===== src/rtl/kevt_pkg.sv =====
package kevt_pkg;

    // Kind of read response prepared for the next cycle.
    typedef enum logic [1:0] {
        RSP_NONE = 2'd0,
        RSP_ZERO = 2'd1,
        RSP_HIT  = 2'd2
    } rsp_kind_e;

    // Per-cycle decision of the queue controller.
    typedef struct packed {
        logic accept;    // event is stored
        logic overflow;  // event hit a full queue
        logic cons_hit;  // consuming read advances the head
        logic read_any;  // a read response is owed
        logic read_hit;  // the response carries stored data
    } kf_dec_t;

    function automatic rsp_kind_e pick_rsp(input kf_dec_t d);
        if (!d.read_any)
            return RSP_NONE;
        return d.read_hit ? RSP_HIT : RSP_ZERO;
    endfunction

endpackage


===== src/rtl/kf_store.sv =====
module kf_store #(
    parameter int DEPTH   = 16,
    parameter int ENTRY_W = 8,
    localparam int PTR_W  = $clog2(DEPTH)
) (
    input  logic               clk,
    input  logic               wr_en,
    input  logic [PTR_W-1:0]   wr_addr,
    input  logic [ENTRY_W-1:0] wr_data,
    input  logic [PTR_W-1:0]   rd_addr,
    output logic [ENTRY_W-1:0] rd_word
);

    logic [ENTRY_W-1:0] slot_q [DEPTH];

    for (genvar g = 0; g < DEPTH; g++) begin : g_slot
        logic [ENTRY_W-1:0] cell_q;
        always_ff @(posedge clk) begin
            if (wr_en && (wr_addr == PTR_W'(g)))
                cell_q <= wr_data;
        end
        assign slot_q[g] = cell_q;
    end

    // Read of the pre-edge contents.
    assign rd_word = slot_q[rd_addr];

endmodule


===== src/rtl/kf_ctrl.sv =====
module kf_ctrl
    import kevt_pkg::*;
#(
    parameter int DEPTH   = 16,
    parameter int OFFS_W  = 8,
    localparam int PTR_W  = $clog2(DEPTH),
    localparam int LEN_W  = PTR_W + 1,
    localparam int CMP_W  = (OFFS_W > LEN_W) ? OFFS_W : LEN_W
) (
    input  logic              clk,
    input  logic              rst,
    input  logic              evt_valid,
    input  logic              cfg_clr,
    input  logic              lock_clr,
    input  logic              cons_req,
    input  logic              peek_req,
    input  logic [OFFS_W-1:0] peek_off,
    output logic              wr_en,
    output logic [PTR_W-1:0]  wr_addr,
    output logic [PTR_W-1:0]  rd_addr,
    output rsp_kind_e         rsp_kind,
    output logic              kp_set,
    output logic              ovf_set,
    output logic [LEN_W-1:0]  fill,
    output logic              lock
);

    logic [PTR_W-1:0] head_q;
    logic [LEN_W-1:0] fill_q;
    logic             lock_q;
    logic             kp_q;
    logic             ovf_q;
    kf_dec_t          dec;
    logic             full;
    logic             live_evt;
    logic             cons_go;
    logic             peek_go;
    logic             peek_in;

    assign full     = (fill_q == LEN_W'(DEPTH));
    assign live_evt = evt_valid && !cfg_clr && !lock_q;
    assign cons_go  = cons_req && !cfg_clr;
    assign peek_go  = peek_req && !cons_req && !cfg_clr;
    assign peek_in  = (CMP_W'(peek_off) < CMP_W'(fill_q));

    always_comb begin
        dec          = '0;
        dec.accept   = live_evt && !full;
        dec.overflow = live_evt && full;
        dec.cons_hit = cons_go && (fill_q > LEN_W'(1));
        dec.read_any = cons_go || peek_go;
        dec.read_hit = dec.cons_hit || (peek_go && peek_in);
    end

    assign wr_en    = dec.accept;
    assign wr_addr  = head_q + fill_q[PTR_W-1:0];
    assign rd_addr  = cons_go ? (head_q + PTR_W'(1))
                              : (head_q + peek_off[PTR_W-1:0]);
    assign rsp_kind = pick_rsp(dec);

    always_ff @(posedge clk) begin
        if (rst) begin
            head_q <= '0;
            fill_q <= '0;
            lock_q <= 1'b0;
            kp_q   <= 1'b0;
            ovf_q  <= 1'b0;
        end else begin
            kp_q  <= dec.accept;
            ovf_q <= dec.overflow;
            if (cfg_clr) begin
                head_q <= '0;
                fill_q <= '0;
                lock_q <= 1'b0;
            end else begin
                if (dec.cons_hit)
                    head_q <= head_q + PTR_W'(1);
                case ({dec.accept, dec.cons_hit})
                    2'b10:   fill_q <= fill_q + LEN_W'(1);
                    2'b01:   fill_q <= fill_q - LEN_W'(1);
                    default: fill_q <= fill_q;
                endcase
                if (dec.overflow)
                    lock_q <= 1'b1;
                else if (lock_clr)
                    lock_q <= 1'b0;
            end
        end
    end

    assign kp_set  = kp_q;
    assign ovf_set = ovf_q;
    assign fill    = fill_q;
    assign lock    = lock_q;

endmodule


===== src/rtl/kf_resp.sv =====
module kf_resp
    import kevt_pkg::*;
#(
    parameter int ENTRY_W = 8
) (
    input  logic               clk,
    input  logic               rst,
    input  rsp_kind_e          rsp_kind,
    input  logic [ENTRY_W-1:0] rd_word,
    output logic               rd_valid,
    output logic [ENTRY_W-1:0] rd_data
);

    always_ff @(posedge clk) begin
        if (rst) begin
            rd_valid <= 1'b0;
            rd_data  <= '0;
        end else begin
            rd_valid <= (rsp_kind != RSP_NONE);
            rd_data  <= (rsp_kind == RSP_HIT) ? rd_word : '0;
        end
    end

endmodule


===== src/rtl/kevt_fifo.sv =====
module kevt_fifo
    import kevt_pkg::*;
#(
    parameter int DEPTH   = 16,
    parameter int CODE_W  = 7,
    parameter int OFFS_W  = 8,
    localparam int ENTRY_W = CODE_W + 1,
    localparam int PTR_W   = $clog2(DEPTH),
    localparam int LEN_W   = PTR_W + 1
) (
    input  logic               clk,
    input  logic               rst,
    input  logic               evt_valid,
    input  logic [CODE_W-1:0]  evt_code,
    input  logic               evt_pressed,
    input  logic               cfg_clr,
    input  logic               lock_clr,
    input  logic               cons_req,
    input  logic               peek_req,
    input  logic [OFFS_W-1:0]  peek_off,
    output logic               rd_valid,
    output logic [ENTRY_W-1:0] rd_data,
    output logic               kp_set,
    output logic               ovf_set
);

    logic                wr_en;
    logic [PTR_W-1:0]    wr_addr;
    logic [PTR_W-1:0]    rd_addr;
    logic [ENTRY_W-1:0]  wr_data;
    logic [ENTRY_W-1:0]  rd_word;
    rsp_kind_e           rsp_kind;
    logic [LEN_W-1:0]    fill;
    logic                lock;

    // Press/release state lands in the top bit of the entry.
    assign wr_data = {evt_pressed, evt_code};

    kf_ctrl #(
        .DEPTH  (DEPTH),
        .OFFS_W (OFFS_W)
    ) u_ctrl (
        .clk       (clk),
        .rst       (rst),
        .evt_valid (evt_valid),
        .cfg_clr   (cfg_clr),
        .lock_clr  (lock_clr),
        .cons_req  (cons_req),
        .peek_req  (peek_req),
        .peek_off  (peek_off),
        .wr_en     (wr_en),
        .wr_addr   (wr_addr),
        .rd_addr   (rd_addr),
        .rsp_kind  (rsp_kind),
        .kp_set    (kp_set),
        .ovf_set   (ovf_set),
        .fill      (fill),
        .lock      (lock)
    );

    kf_store #(
        .DEPTH   (DEPTH),
        .ENTRY_W (ENTRY_W)
    ) u_store (
        .clk     (clk),
        .wr_en   (wr_en),
        .wr_addr (wr_addr),
        .wr_data (wr_data),
        .rd_addr (rd_addr),
        .rd_word (rd_word)
    );

    kf_resp #(
        .ENTRY_W (ENTRY_W)
    ) u_resp (
        .clk      (clk),
        .rst      (rst),
        .rsp_kind (rsp_kind),
        .rd_word  (rd_word),
        .rd_valid (rd_valid),
        .rd_data  (rd_data)
    );

endmodule


===== config.mk =====
export PLATFORM = sky130hd
export DESIGN_NAME = kevt_fifo
export DESIGN_NICKNAME = d
export VERILOG_FILES = /design/src/rtl/kevt_pkg.sv /design/src/rtl/kf_store.sv /design/src/rtl/kf_ctrl.sv /design/src/rtl/kf_resp.sv /design/src/rtl/kevt_fifo.sv
export SDC_FILE = /design/constraint.sdc
export NUM_CORES = 1
export LEC_CHECK = 0
export BUFFER_PORTS_ARGS = -buffer_cell sky130_fd_sc_hd__buf_2
export CAP_MARGIN = 20
export CORE_ASPECT_RATIO = 1.25
export CORE_MARGIN = 4
export CORE_UTILIZATION = 61
export CTS_CLUSTER_SIZE = 10
export DETAILED_ROUTE_END_ITERATION = 6
export PLACE_DENSITY = 0.84
export SETUP_SLACK_MARGIN = 0.3
export SYNTH_ARGS = -nofsm -noshare
export SYNTH_HDL_FRONTEND = slang
export SYNTH_SLANG_ARGS = --single-unit

===== constraint.sdc =====
create_clock -name clk -period 3.14 [get_ports clk]
set_input_delay 0.157 -clock clk [delete_from_list [all_inputs] [get_ports clk]]
set_output_delay 0.157 -clock clk [all_outputs]
set_load 0.03 [all_outputs]

Yosys cells after proc, flatten, opt, wreduce, memory -nomap -nowiden:

Cells that the tools add are included.

* $add $sub $neg: 5
* $lt $le $gt $ge: 3
* eq/ne operators: 19
* muxes and demuxes: 9
* bitwise logic cells: 2
* reductions and logical operators: 37

Operator list (number)
* binary-select mux 8 bit (select 4 bit): 1
* == test 4 bit (second input constant): 8
* logical AND 1 bit: 25
* == test 4 x 3 -> 1 bit (second input constant): 4
* two-way mux 8 bit: 2
* one-hot mux 5 bit (2 select lines): 1
* adder 4 bit: 2
* == test 4 x 2 -> 1 bit (second input constant): 2
* < comparator 8 x 5 -> 1 bit: 1
* nonzero test 2 bit: 3
* adder 5 x 1 -> 5 bit (second input constant): 1
* == test 5 bit (second input constant): 1
* >= comparator 5 bit (second input constant): 1
* > comparator 5 x 1 -> 1 bit (second input constant): 1
* inverter 4 -> 5 bit: 1
* subtractor 5 x 1 -> 5 bit (second input constant): 1
* adder 4 x 1 -> 4 bit (second input constant): 1
* == test 2 bit (second input constant): 2
* == test 4 x 1 -> 1 bit (second input constant): 1
* logical NOT 1 bit: 4
* logical NOT 4 bit: 1
* two-way mux 2 bit: 2
* two-way mux 4 bit: 1
* OR reduction 2 bit: 2
* other kinds (4): 6

* flip-flop bits (word level): 149
* input bits: 23
* output and inout bits: 11
* logic and storage cells: 98

Longest topological paths before layout:

Gate-level depths: netlist (run 1).

* depth after elaboration: 10
* depth in mapped cells: 10
* gate-level depth less buffers: 9

Modules after synthesis:

Synthesis (run 1) repeated with hierarchy kept, for this count alone.

* cell total of the unflattened synthesis: 361
* area total of the unflattened synthesis: 6288.5 µm²

Modules (own cells, without submodules)
* kf_store: instances 1, cells an instance 221, area each 4987.3 µm², sequential area each 3843.7 µm²
* kf_ctrl: instances 1, cells an instance 122, area each 1011.0 µm², sequential area each 240.2 µm²
* kf_resp: instances 1, cells an instance 18, area each 290.3 µm², sequential area each 180.2 µm²

Worst setup path before layout (run 1):

No wires, ideal clock.

* path type: reg-to-reg
* start: register u_ctrl.head_q[0]
* end: register u_resp.rd_data[0]
* setup time: 0.157 ns
* arrival: 2.196 ns
* data required time: 2.983 ns
* setup slack: 0.787 ns
* cell stages (with the launch flop): 11
* path buffers: 1
* period minus slack after synthesis: 2.353 ns
* cells stage by stage: dfxtp_1 ha_1 inv_1 fa_1 xnor2_1 mux2_2 buf_6 nor2_1 a22oi_1 a21oi_1 a211oi_1

* word-level cells in the longest chain between the ends: 6
* elaborated cells between the ends (all ways): 7
* those cells by class: 2 x add/sub; 4 x mux; 1 x bitwise

Ends and longest elaborated chain
* from (decl): line kf_ctrl.sv:28 `logic [PTR_W-1:0] head_q;`
* from (signal assigned): line kf_ctrl.sv:77 `head_q <= head_q + PTR_W'(1);`
* adder 4 bit / adder 4 x 1 -> 4 bit (equally long branches): line kf_ctrl.sv:58, kf_ctrl.sv:57
* two-way mux 4 bit *: line kf_ctrl.sv:57 `assign rd_addr = cons_go ? (head_q + PTR_W'(1))`
* inverter 4 -> 5 bit (not written as such) *: line kf_store.sv:26 `assign rd_word = slot_q[rd_addr];`
* binary-select mux 8 bit (select 4 bit) *: line kf_store.sv:26
* two-way mux 8 bit (not written as such) * (2 in a row): line kf_store.sv:26
* to (signal assigned): line kf_resp.sv:20 `rd_data <= (rsp_kind == RSP_HIT) ? rd_word : '0;`
* to (decl): line kf_resp.sv:11 `output logic [ENTRY_W-1:0] rd_data`

Mark *: on every way between the ends. The rest lies on a longest branch, timed or not. The select of a mux whose other input is x is not followed.
A chain may end at the register's enable or synchronous reset.

Worst setup path in the final report (run 1):

* start: register u_ctrl.head_q[0]
* end: register u_resp.rd_data[7]

The elaborated chain is that of the path after synthesis.

==> metrics.txt, run 1 <==
# TYPE chip_impl_metric gauge
chip_impl_metric{name="syn_area_per_cell",unit="um2"} 15.3
chip_impl_metric{name="finalSetupTns",unit="ps"} 0
chip_impl_metric{name="grt-ovfl-total",unit=""} 0
chip_impl_metric{name="number_of_antenna_cells_inserted",unit=""} 0
chip_impl_metric{name="minimum_clock_period",unit="ps"} 2670
chip_impl_metric{name="period_share",unit=""} 0.850
chip_impl_metric{name="final_layout_worst_hold_slack",unit="ps"} 60.5
chip_impl_metric{name="synthSimpleGateAreaFrac",unit=""} 0.0495
chip_impl_metric{name="number_of_enable_type_register_cells_in_the_synthesized_netlist",unit=""} 128
chip_impl_metric{name="gp_congestion",unit=""} 0.826
chip_impl_metric{name="max-vdd-ir-drop",unit="V"} 0.000364
chip_impl_metric{name="drive_above_1_share",unit=""} 0.182
chip_impl_metric{name="floorplan.die.height",unit="um"} 123
chip_impl_metric{name="drtIter0Drc",unit=""} 221
chip_impl_metric{name="synth.cell_area",unit="um2"} 6440
chip_impl_info{name="cp-end-kind",value="flop"} 1
chip_impl_metric{name="tritoncts_num_sinks",unit=""} 149
chip_impl_metric{name="timing_worst_slew_pin_value",unit="ps"} 775
chip_impl_metric{name="muxShareOfSynthArea",unit=""} 0.148
chip_impl_info{name="synth_top_family_by_area",value="multiplexers"} 1
chip_impl_metric{name="maxClockFrequency",unit="MHz"} 375
chip_impl_metric{name="synth_compound_area_frac",unit=""} 0.0497
chip_impl_metric{name="synth.distinct_cells",unit=""} 37
chip_impl_metric{name="synth-adder-area-share",unit=""} 0.0373
chip_impl_info{name="hp-class",value="input pin to flop"} 1
chip_impl_metric{name="seq_area_frac_synth",unit=""} 0.662
chip_impl_info{name="start_kind",value="flop"} 1
chip_impl_metric{name="final_hold_viol_count",unit=""} 0
chip_impl_metric{name="max-clock-path-buffers",unit=""} 2
chip_impl_metric{name="worst_endpoint_required_time",unit="ps"} 3460
chip_impl_metric{name="ys_async_sr_fraction",unit=""} 0
chip_impl_metric{name="layout.nets",unit=""} 517
chip_impl_metric{name="coreArea",unit="um2"} 10200
chip_impl_metric{name="num-fill-cells",unit=""} 602
chip_impl_metric{name="setup_violations",unit=""} 0
chip_impl_metric{name="power_per_cell_area",unit="nW/um2"} 612
chip_impl_info{name="run_status",value="complete, no violations"} 1
chip_impl_metric{name="die_x",unit="um"} 99.9
chip_impl_metric{name="cts_made_buffers",unit=""} 17
chip_impl_metric{name="finalWirelength",unit="um"} 12600
chip_impl_metric{name="cellLeakagePower",unit="nW"} 2.90
chip_impl_metric{name="cts-htree-levels",unit=""} 4
chip_impl_info{name="synth-main-ff-cell",value="sky130_fd_sc_hd__edfxtp_1"} 1
chip_impl_metric{name="vias_in_the_first_global_route",unit=""} 3652
chip_impl_metric{name="wl_per_cell",unit="um"} 20.4
chip_impl_info{name="unrepaired_setup_endpoints_after_global_routing",value="no"} 1
chip_impl_metric{name="fp-row-count",unit=""} 41
chip_impl_metric{name="timing.slew.headroom",unit=""} 0.481
chip_impl_metric{name="multi_input_area",unit="um2"} 2000
chip_impl_metric{name="antenna_found_initial",unit=""} 0
chip_impl_metric{name="final-seq-area",unit="um2"} 4260
chip_impl_metric{name="clk_pin_slew_worst_paths",unit="ps"} 60
chip_impl_info{name="cts_tree",value="yes"} 1
chip_impl_metric{name="slew_violations",unit=""} 0
chip_impl_metric{name="io_buf_count",unit=""} 33
chip_impl_metric{name="grt_util_all_layers",unit=""} 0.223
chip_impl_metric{name="clock_skew",unit="ps"} 10.4
chip_impl_metric{name="synth_xor_xnor_area_share",unit=""} 0.0216
chip_impl_metric{name="viasPerCell",unit=""} 5.88
chip_impl_metric{name="design.die.area",unit="um2"} 12300
chip_impl_metric{name="detailed_route_via_count",unit=""} 3633
chip_impl_metric{name="grt_max_degree",unit=""} 65
chip_impl_metric{name="critical_path_peak_fanout",unit=""} 16
chip_impl_metric{name="wire_length_of_the_first_global_routing_pass",unit="um"} 19800
chip_impl_metric{name="drv_cap",unit=""} 0
chip_impl_metric{name="clock_insertion_delay_worst_skew",unit="ps"} 420
chip_impl_metric{name="hpwl",unit="um"} 8300
chip_impl_metric{name="total_of_flip_flops_plus_latches_after_synthesis",unit=""} 149
chip_impl_metric{name="ioPinCount",unit=""} 34
chip_impl_metric{name="cp_data_arrival_time",unit="ps"} 2990
chip_impl_info{name="clock_tree.root_cell",value="sky130_fd_sc_hd__clkbuf_16"} 1
chip_impl_metric{name="start_util",unit=""} 0.631
chip_impl_metric{name="layout-area-overhead-vs-synth",unit="%"} 15.3
chip_impl_metric{name="antenna_left",unit=""} 0
chip_impl_metric{name="route.detailed.drc",unit=""} 0
chip_impl_metric{name="synthesis.nets",unit=""} 461
chip_impl_metric{name="synthesis.yosys.warnings",unit=""} 0
chip_impl_metric{name="drt_pre_antenna_iters",unit=""} 4
chip_impl_info{name="path_class",value="flop to flop"} 1
chip_impl_metric{name="syn_inst",unit=""} 420
## metal layers
metal / wire (um) / global-route usage / share of wire / up-vias
li1: - / - / - / 1710
met1: 4910 / 0.274 / 0.39 / 1755
met2: 6460 / 0.371 / 0.51 / 132
met3: 715 / 0.0500 / 0.057 / 36
met4: 500 / 0.113 / 0.040 / 0
met5: 0 / 0 / 0 / -
## worst paths after layout
kind,startpoint,to,slack (ps),cells after the start
max,u_ctrl.head_q[0]$_SDFFE_PP0N_,u_resp.rd_data[7]$_SDFF_PP0_,470,9
min,lock_clr,u_ctrl.lock$_SDFFE_PP0P_,60,4
max reg2reg,u_ctrl.head_q[0]$_SDFFE_PP0N_,u_resp.rd_data[7]$_SDFF_PP0_,470,9
min reg2reg,u_ctrl.lock$_SDFFE_PP0P_,u_ctrl.ovf_set$_SDFF_PP0_,480,1
## power breakdown
group | total (mW) | internal, mW | switching [mW]
registers | 2.17 | 2.16 | 0.00555
logic | 0.288 | 0.111 | 0.177
clock network | 2.09 | 1.34 | 0.748
## cell families (layout without fill, tap and decap cells)
kind of cell             count (synthesis)  in the layout
flip-flops                             149            149
multiplexers                            95             95
AND/OR/NAND/NOR                         69             69
AO/OA/AOI/OAI                           48             48
buffers and inverters                   26             95
adder cells (fa/ha/maj)                 18             18
XOR/XNOR                                15             15
## cells in the mapped netlist (2+ instances only)
cell | n | area share
sky130_fd_sc_hd__or3_1 | 2 | 0.0019
sky130_fd_sc_hd__fa_1 | 2 | 0.0062
sky130_fd_sc_hd__nand4_1 | 3 | 0.0029
sky130_fd_sc_hd__dfxtp_1 | 21 | 0.065
sky130_fd_sc_hd__nand2b_1 | 2 | 0.0019
sky130_fd_sc_hd__nand4b_1 | 2 | 0.0027
sky130_fd_sc_hd__mux2_2 | 2 | 0.0035
sky130_fd_sc_hd__xnor2_1 | 7 | 0.0095
sky130_fd_sc_hd__or2_2 | 2 | 0.0019
sky130_fd_sc_hd__o21ai_0 | 3 | 0.0023
sky130_fd_sc_hd__nand2_1 | 8 | 0.0047
sky130_fd_sc_hd__nand3_1 | 4 | 0.0031
sky130_fd_sc_hd__xor2_1 | 7 | 0.0095
sky130_fd_sc_hd__nor3_1 | 2 | 0.0016
sky130_fd_sc_hd__o31ai_1 | 2 | 0.0023
sky130_fd_sc_hd__a211oi_1 | 9 | 0.010
sky130_fd_sc_hd__buf_6 | 5 | 0.0087
sky130_fd_sc_hd__edfxtp_1 | 128 | 0.60
sky130_fd_sc_hd__buf_8 | 4 | 0.0093
sky130_fd_sc_hd__nor2_1 | 38 | 0.022
sky130_fd_sc_hd__buf_4 | 2 | 0.0023
sky130_fd_sc_hd__inv_1 | 13 | 0.0076
sky130_fd_sc_hd__a22oi_1 | 16 | 0.019
sky130_fd_sc_hd__ha_1 | 16 | 0.031
sky130_fd_sc_hd__a21oi_1 | 15 | 0.012
sky130_fd_sc_hd__nor4_1 | 2 | 0.0019
sky130_fd_sc_hd__mux2i_1 | 93 | 0.14
## area by class of cell
cell class              instances  area share
inverters                      13     0.00657
clock inverters                 9      0.0104
clock buffers                  23      0.0760
repair buffers                 50      0.0425
flip-flops and latches        149       0.574
multi-input cells             245       0.269
well taps                     129      0.0217
## worst max-delay path, stage by stage, from the launching register on
cell,delay [ps]
sky130_fd_sc_hd__dfxtp_1,490
sky130_fd_sc_hd__ha_1,230
sky130_fd_sc_hd__inv_1,60
sky130_fd_sc_hd__fa_1,470
sky130_fd_sc_hd__inv_1,50
sky130_fd_sc_hd__mux2_2,300
sky130_fd_sc_hd__buf_4,250
sky130_fd_sc_hd__mux2i_1,270
sky130_fd_sc_hd__mux2i_1,170
sky130_fd_sc_hd__a211oi_1,280
## timing repair
action                                  4_1_cts  5_1_grt
endpoints found under the setup margin        1        8
hold buffers                                  4        0
hold endpoints to repair                      3        0
resized for setup                             1        3
buffers inserted                              0        0
## cells in the final DEF (no fill, tap or decap), types with 3 or more instances in the layout
master,count
sky130_fd_sc_hd__dlygate4sd3_1,4
sky130_fd_sc_hd__a21oi_1,15
sky130_fd_sc_hd__edfxtp_1,128
sky130_fd_sc_hd__clkbuf_16,22
sky130_fd_sc_hd__nor2_2,3
sky130_fd_sc_hd__a22oi_1,16
sky130_fd_sc_hd__ha_1,16
sky130_fd_sc_hd__nand2_1,8
sky130_fd_sc_hd__dfxtp_1,21
sky130_fd_sc_hd__inv_1,13
sky130_fd_sc_hd__nand3_1,4
sky130_fd_sc_hd__buf_4,11
sky130_fd_sc_hd__nor2_1,35
sky130_fd_sc_hd__clkinv_2,4
sky130_fd_sc_hd__o21ai_0,3
sky130_fd_sc_hd__buf_2,33
sky130_fd_sc_hd__xnor2_1,7
sky130_fd_sc_hd__inv_4,3
sky130_fd_sc_hd__xor2_1,7
sky130_fd_sc_hd__nand4_1,3
sky130_fd_sc_hd__mux2i_1,91
sky130_fd_sc_hd__a211oi_1,9
## state kept, by name (all words and copies together), names as in the netlist
register / cells
u_ctrl.ovf_set: 1
u_resp.rd_valid: 1
u_ctrl.lock: 1
u_store.g_slot.cell_q: 128
u_ctrl.kp_set: 1
u_ctrl.head_q: 4
u_resp.rd_data: 8
u_ctrl.fill: 5
## through the flow
| step | utilization | std cells | setup WS, ps | power [mW] | cell area (um2) |
|---|---|---|---|---|---|
| finish | 0.728 | 618 | 470 | 4.55 | 7430 |
| global route | 0.728 | 618 | 311 | 4.69 | 7430 |
| CTS | 0.726 | 617 | 305 | 4.56 | 7410 |
| detailed placement | 0.659 | 581 | 371 | 2.49 | 6730 |
| global placement | 0.659 | 581 | 543 | 2.48 | 6730 |
| floorplan | - | 420 | 787 | 2.41 | 6440 |
Power figures use the tool's default switching activity.
==> run 2: changes to the inputs <==
--- a/config.mk
+++ b/config.mk
@@ -5,7 +5,7 @@
 export SDC_FILE = /design/constraint.sdc
 export NUM_CORES = 1
 export LEC_CHECK = 0
-export BUFFER_PORTS_ARGS = -buffer_cell sky130_fd_sc_hd__buf_2
+export BUFFER_PORTS_ARGS = -buffer_cell sky130_fd_sc_hd__buf_4
 export CAP_MARGIN = 20
 export CORE_ASPECT_RATIO = 1.25
 export CORE_MARGIN = 4
==> run 2 against run 1 <==
Effect of this change:
- fmax is 1.8% higher
- clock skew shrank 4.8 ps
- setup slack gained 48 ps
- combinational power grew 3%
- critical path depth is 1 lower
- largest power group unchanged
- worst hold slack worse by 2.4 ps
- register-to-register slack better by 50 ps
- first-iteration DRC count increased by 34%
- sequential power barely moved
- sequential share of layout area is 0.57 points lower
- critical endpoint is now u_resp.rd_data[6]$_SDFF_PP0_
- core utilization is 0.75 points higher
- clock power is 2% lower
- highest routed layer unchanged
==> metrics.txt, run 2 (synthesis gave the netlist of run 1 again) <==
# TYPE chip_impl_metric gauge
chip_impl_metric{name="drtIter0Drc",unit=""} 297
chip_impl_metric{name="grt_max_degree",unit=""} 65
chip_impl_metric{name="detailed_route_via_count",unit=""} 3705
chip_impl_metric{name="antenna_left",unit=""} 0
chip_impl_info{name="run_status",value="complete, no violations"} 1
chip_impl_metric{name="minimum_clock_period",unit="ps"} 2620
chip_impl_info{name="cts_tree",value="yes"} 1
chip_impl_metric{name="cellLeakagePower",unit="nW"} 2.91
chip_impl_metric{name="antenna_found_initial",unit=""} 0
chip_impl_metric{name="vias_in_the_first_global_route",unit=""} 3823
chip_impl_metric{name="combinationalPowerShare",unit=""} 0.066
chip_impl_metric{name="cts_made_buffers",unit=""} 17
chip_impl_info{name="cp-startpoint",value="u_ctrl.head_q[1]$_SDFFE_PP0N_"} 1
chip_impl_metric{name="slew_violations",unit=""} 0
chip_impl_metric{name="tritoncts_num_sinks",unit=""} 149
chip_impl_metric{name="drv_cap",unit=""} 0
chip_impl_metric{name="worst_endpoint_required_time",unit="ps"} 3380
chip_impl_metric{name="finalPower",unit="mW"} 4.51
chip_impl_info{name="crit-reg2reg-launch",value="u_ctrl.head_q[1]$_SDFFE_PP0N_"} 1
chip_impl_metric{name="cp_data_arrival_time",unit="ps"} 2860
chip_impl_metric{name="final_hold_viol_count",unit=""} 0
chip_impl_info{name="hp-class",value="input pin to flop"} 1
chip_impl_metric{name="timing.slew.headroom",unit=""} 0.508
chip_impl_metric{name="io_buf_count",unit=""} 33
chip_impl_info{name="holdCritStartpoint",value="lock_clr"} 1
chip_impl_metric{name="layout.nets",unit=""} 520
chip_impl_metric{name="fp-row-count",unit=""} 41
chip_impl_metric{name="p_int",unit="mW"} 3.61
chip_impl_metric{name="die_x",unit="um"} 99.9
chip_impl_metric{name="cts-htree-levels",unit=""} 4
chip_impl_metric{name="netSwitchingFraction",unit=""} 0.201
chip_impl_metric{name="clock_insertion_delay_worst_skew",unit="ps"} 410
chip_impl_metric{name="max-vdd-ir-drop",unit="V"} 0.000369
chip_impl_metric{name="largest_reg_flops",unit=""} 128
chip_impl_metric{name="wire_length_of_the_first_global_routing_pass",unit="um"} 20600
chip_impl_metric{name="start_util",unit=""} 0.631
chip_impl_metric{name="max-clock-path-buffers",unit=""} 2
chip_impl_metric{name="finalSetupTns",unit="ps"} 0
chip_impl_info{name="final_common_cell",value="sky130_fd_sc_hd__edfxtp_1"} 1
chip_impl_metric{name="cts.repair_timing.setup_buffer_count",unit=""} 0
chip_impl_metric{name="floorplan.die.height",unit="um"} 123
chip_impl_metric{name="dpl_worst_slack",unit="ps"} 311
chip_impl_metric{name="grt-ovfl-total",unit=""} 0
chip_impl_metric{name="critical_path_peak_fanout",unit=""} 10
chip_impl_metric{name="maxClockFrequency",unit="MHz"} 381
chip_impl_metric{name="hpwl",unit="um"} 8390
chip_impl_metric{name="drt_pre_antenna_iters",unit=""} 5
chip_impl_info{name="start_kind",value="flop"} 1
chip_impl_metric{name="drive_above_1_share",unit=""} 0.177
chip_impl_metric{name="timing_worst_slew_pin_value",unit="ps"} 735
chip_impl_metric{name="period_share",unit=""} 0.835
chip_impl_metric{name="route.detailed.drc",unit=""} 0
chip_impl_metric{name="layout-area-overhead-vs-synth",unit="%"} 16.5
chip_impl_metric{name="wl_per_cell",unit="um"} 21.0
chip_impl_metric{name="postLayoutSetupSlackWorst",unit="ps"} 518
chip_impl_metric{name="clk_pin_slew_worst_paths",unit="ps"} 60
chip_impl_metric{name="number_of_antenna_cells_inserted",unit=""} 0
chip_impl_metric{name="finalWirelength",unit="um"} 13000
chip_impl_metric{name="num-fill-cells",unit=""} 611
chip_impl_metric{name="gp_congestion",unit=""} 0.797
chip_impl_metric{name="setup_violations",unit=""} 0
chip_impl_metric{name="design.die.area",unit="um2"} 12300
chip_impl_info{name="largest_register",value="u_store.g_slot.cell_q"} 1
chip_impl_metric{name="grt_util_all_layers",unit=""} 0.231
chip_impl_info{name="unrepaired_setup_endpoints_after_global_routing",value="no"} 1
chip_impl_metric{name="coreArea",unit="um2"} 10200
chip_impl_metric{name="multi_input_area",unit="um2"} 1990
chip_impl_metric{name="power_per_cell_area",unit="nW/um2"} 601
chip_impl_metric{name="clock_skew",unit="ps"} 5.54
chip_impl_metric{name="viasPerCell",unit=""} 5.97
chip_impl_info{name="path_class",value="flop to flop"} 1
chip_impl_info{name="cp-end-kind",value="flop"} 1
chip_impl_info{name="layout.cells.most_common_list",value="128 x sky130_fd_sc_hd__edfxtp_1, 92 x sky130_fd_sc_hd__mux2i_1, 47 x sky130_fd_sc_hd__buf_4, 36 x sky130_fd_sc_hd__nor2_1, 20 x sky130_fd_sc_hd__dfxtp_1"} 1
chip_impl_metric{name="p_sw",unit="mW"} 0.905
chip_impl_metric{name="ioPinCount",unit=""} 34
chip_impl_metric{name="final-seq-area",unit="um2"} 4270
chip_impl_info{name="clock_tree.root_cell",value="sky130_fd_sc_hd__clkbuf_16"} 1
chip_impl_metric{name="p_clk_frac",unit=""} 0.454
chip_impl_metric{name="power.share.sequential",unit=""} 0.480
-- run 2: cell types whose count changed in the layout (fill, tap and decap cells not counted), sizes merged --
cell and change:
buf +3, inv -3, clkbuf +2, bufinv +1, clkinv -1, clkinvlp +1
-- run 2: what timing repair did --
item                                   in CTS  in global routing
hold buffers                                4                  0
gates cloned                                0                  0
setup endpoints to repair                   8                  1
gates resized for setup                     2                  1
endpoints found under the hold margin       3                  0
-- run 2: through the flow --
| stage | hold WS [ps] | std cells | instance area, um2 | util |
|---|---|---|---|---|
| 3_5_place_dp | 334 | 584 | 6830 | 0.669 |
| 2_1_floorplan | 229 | 420 | 6440 | - |
| 6_report | 58.1 | 621 | 7500 | 0.735 |
| 5_1_grt | 63.7 | 621 | 7500 | 0.735 |
| 4_1_cts | 46.9 | 620 | 7490 | 0.734 |
| 3_3_place_gp | 336 | 584 | 6830 | 0.669 |
-- run 2: final timing paths --
| check | to | slack, ps | cells past startpoint |
|---|---|---|---|
| worst max register to register | u_resp.rd_data[6]$_SDFF_PP0_ | 520 | 8 |
| worst min register to register | u_ctrl.ovf_set$_SDFF_PP0_ | 500 | 1 |
| worst min-delay path | u_ctrl.lock$_SDFFE_PP0P_ | 60 | 4 |
| worst max-delay path | u_resp.rd_data[6]$_SDFF_PP0_ | 520 | 8 |
-- run 2: worst max-delay path, stage by stage (launching register included) --
cell	delay, ps
sky130_fd_sc_hd__dfxtp_1	520
sky130_fd_sc_hd__inv_1	110
sky130_fd_sc_hd__fa_1	410
sky130_fd_sc_hd__xnor2_1	160
sky130_fd_sc_hd__mux2_2	410
sky130_fd_sc_hd__nor2_2	380
sky130_fd_sc_hd__a22oi_1	190
sky130_fd_sc_hd__a21oi_1	200
sky130_fd_sc_hd__a211oi_1	80
-- run 2: power by group through the flow --
stage	Clock (mW)	Combinational, mW	Sequential (mW)
6_report	2.05	0.296	2.17
5_1_grt	2.17	0.318	2.17
4_1_cts	2.07	0.296	2.17
3_5_place_dp	0	0.287	2.21
3_3_place_gp	0	0.278	2.21
2_1_floorplan	0	0.198	2.21
-- run 2: metal layers --
layer	share of wire	global-route usage	vias to the layer above
met5	0	0	-
met4	0.017	0.0675	0
met3	0.060	0.0614	17
met2	0.54	0.411	154
met1	0.38	0.275	1820
li1	-	-	1714
-- run 2: area by class of cell --
| cell class | count | share of cell area |
|---|---|---|
| Sequential cell | 149 | 0.568 |
| Multi-Input combinational cell | 245 | 0.265 |
| Clock buffer | 25 | 0.0704 |
| Timing Repair Buffer | 53 | 0.0560 |
| Tap cell | 129 | 0.0215 |
| Clock inverter | 7 | 0.0120 |
| Inverter | 13 | 0.00650 |
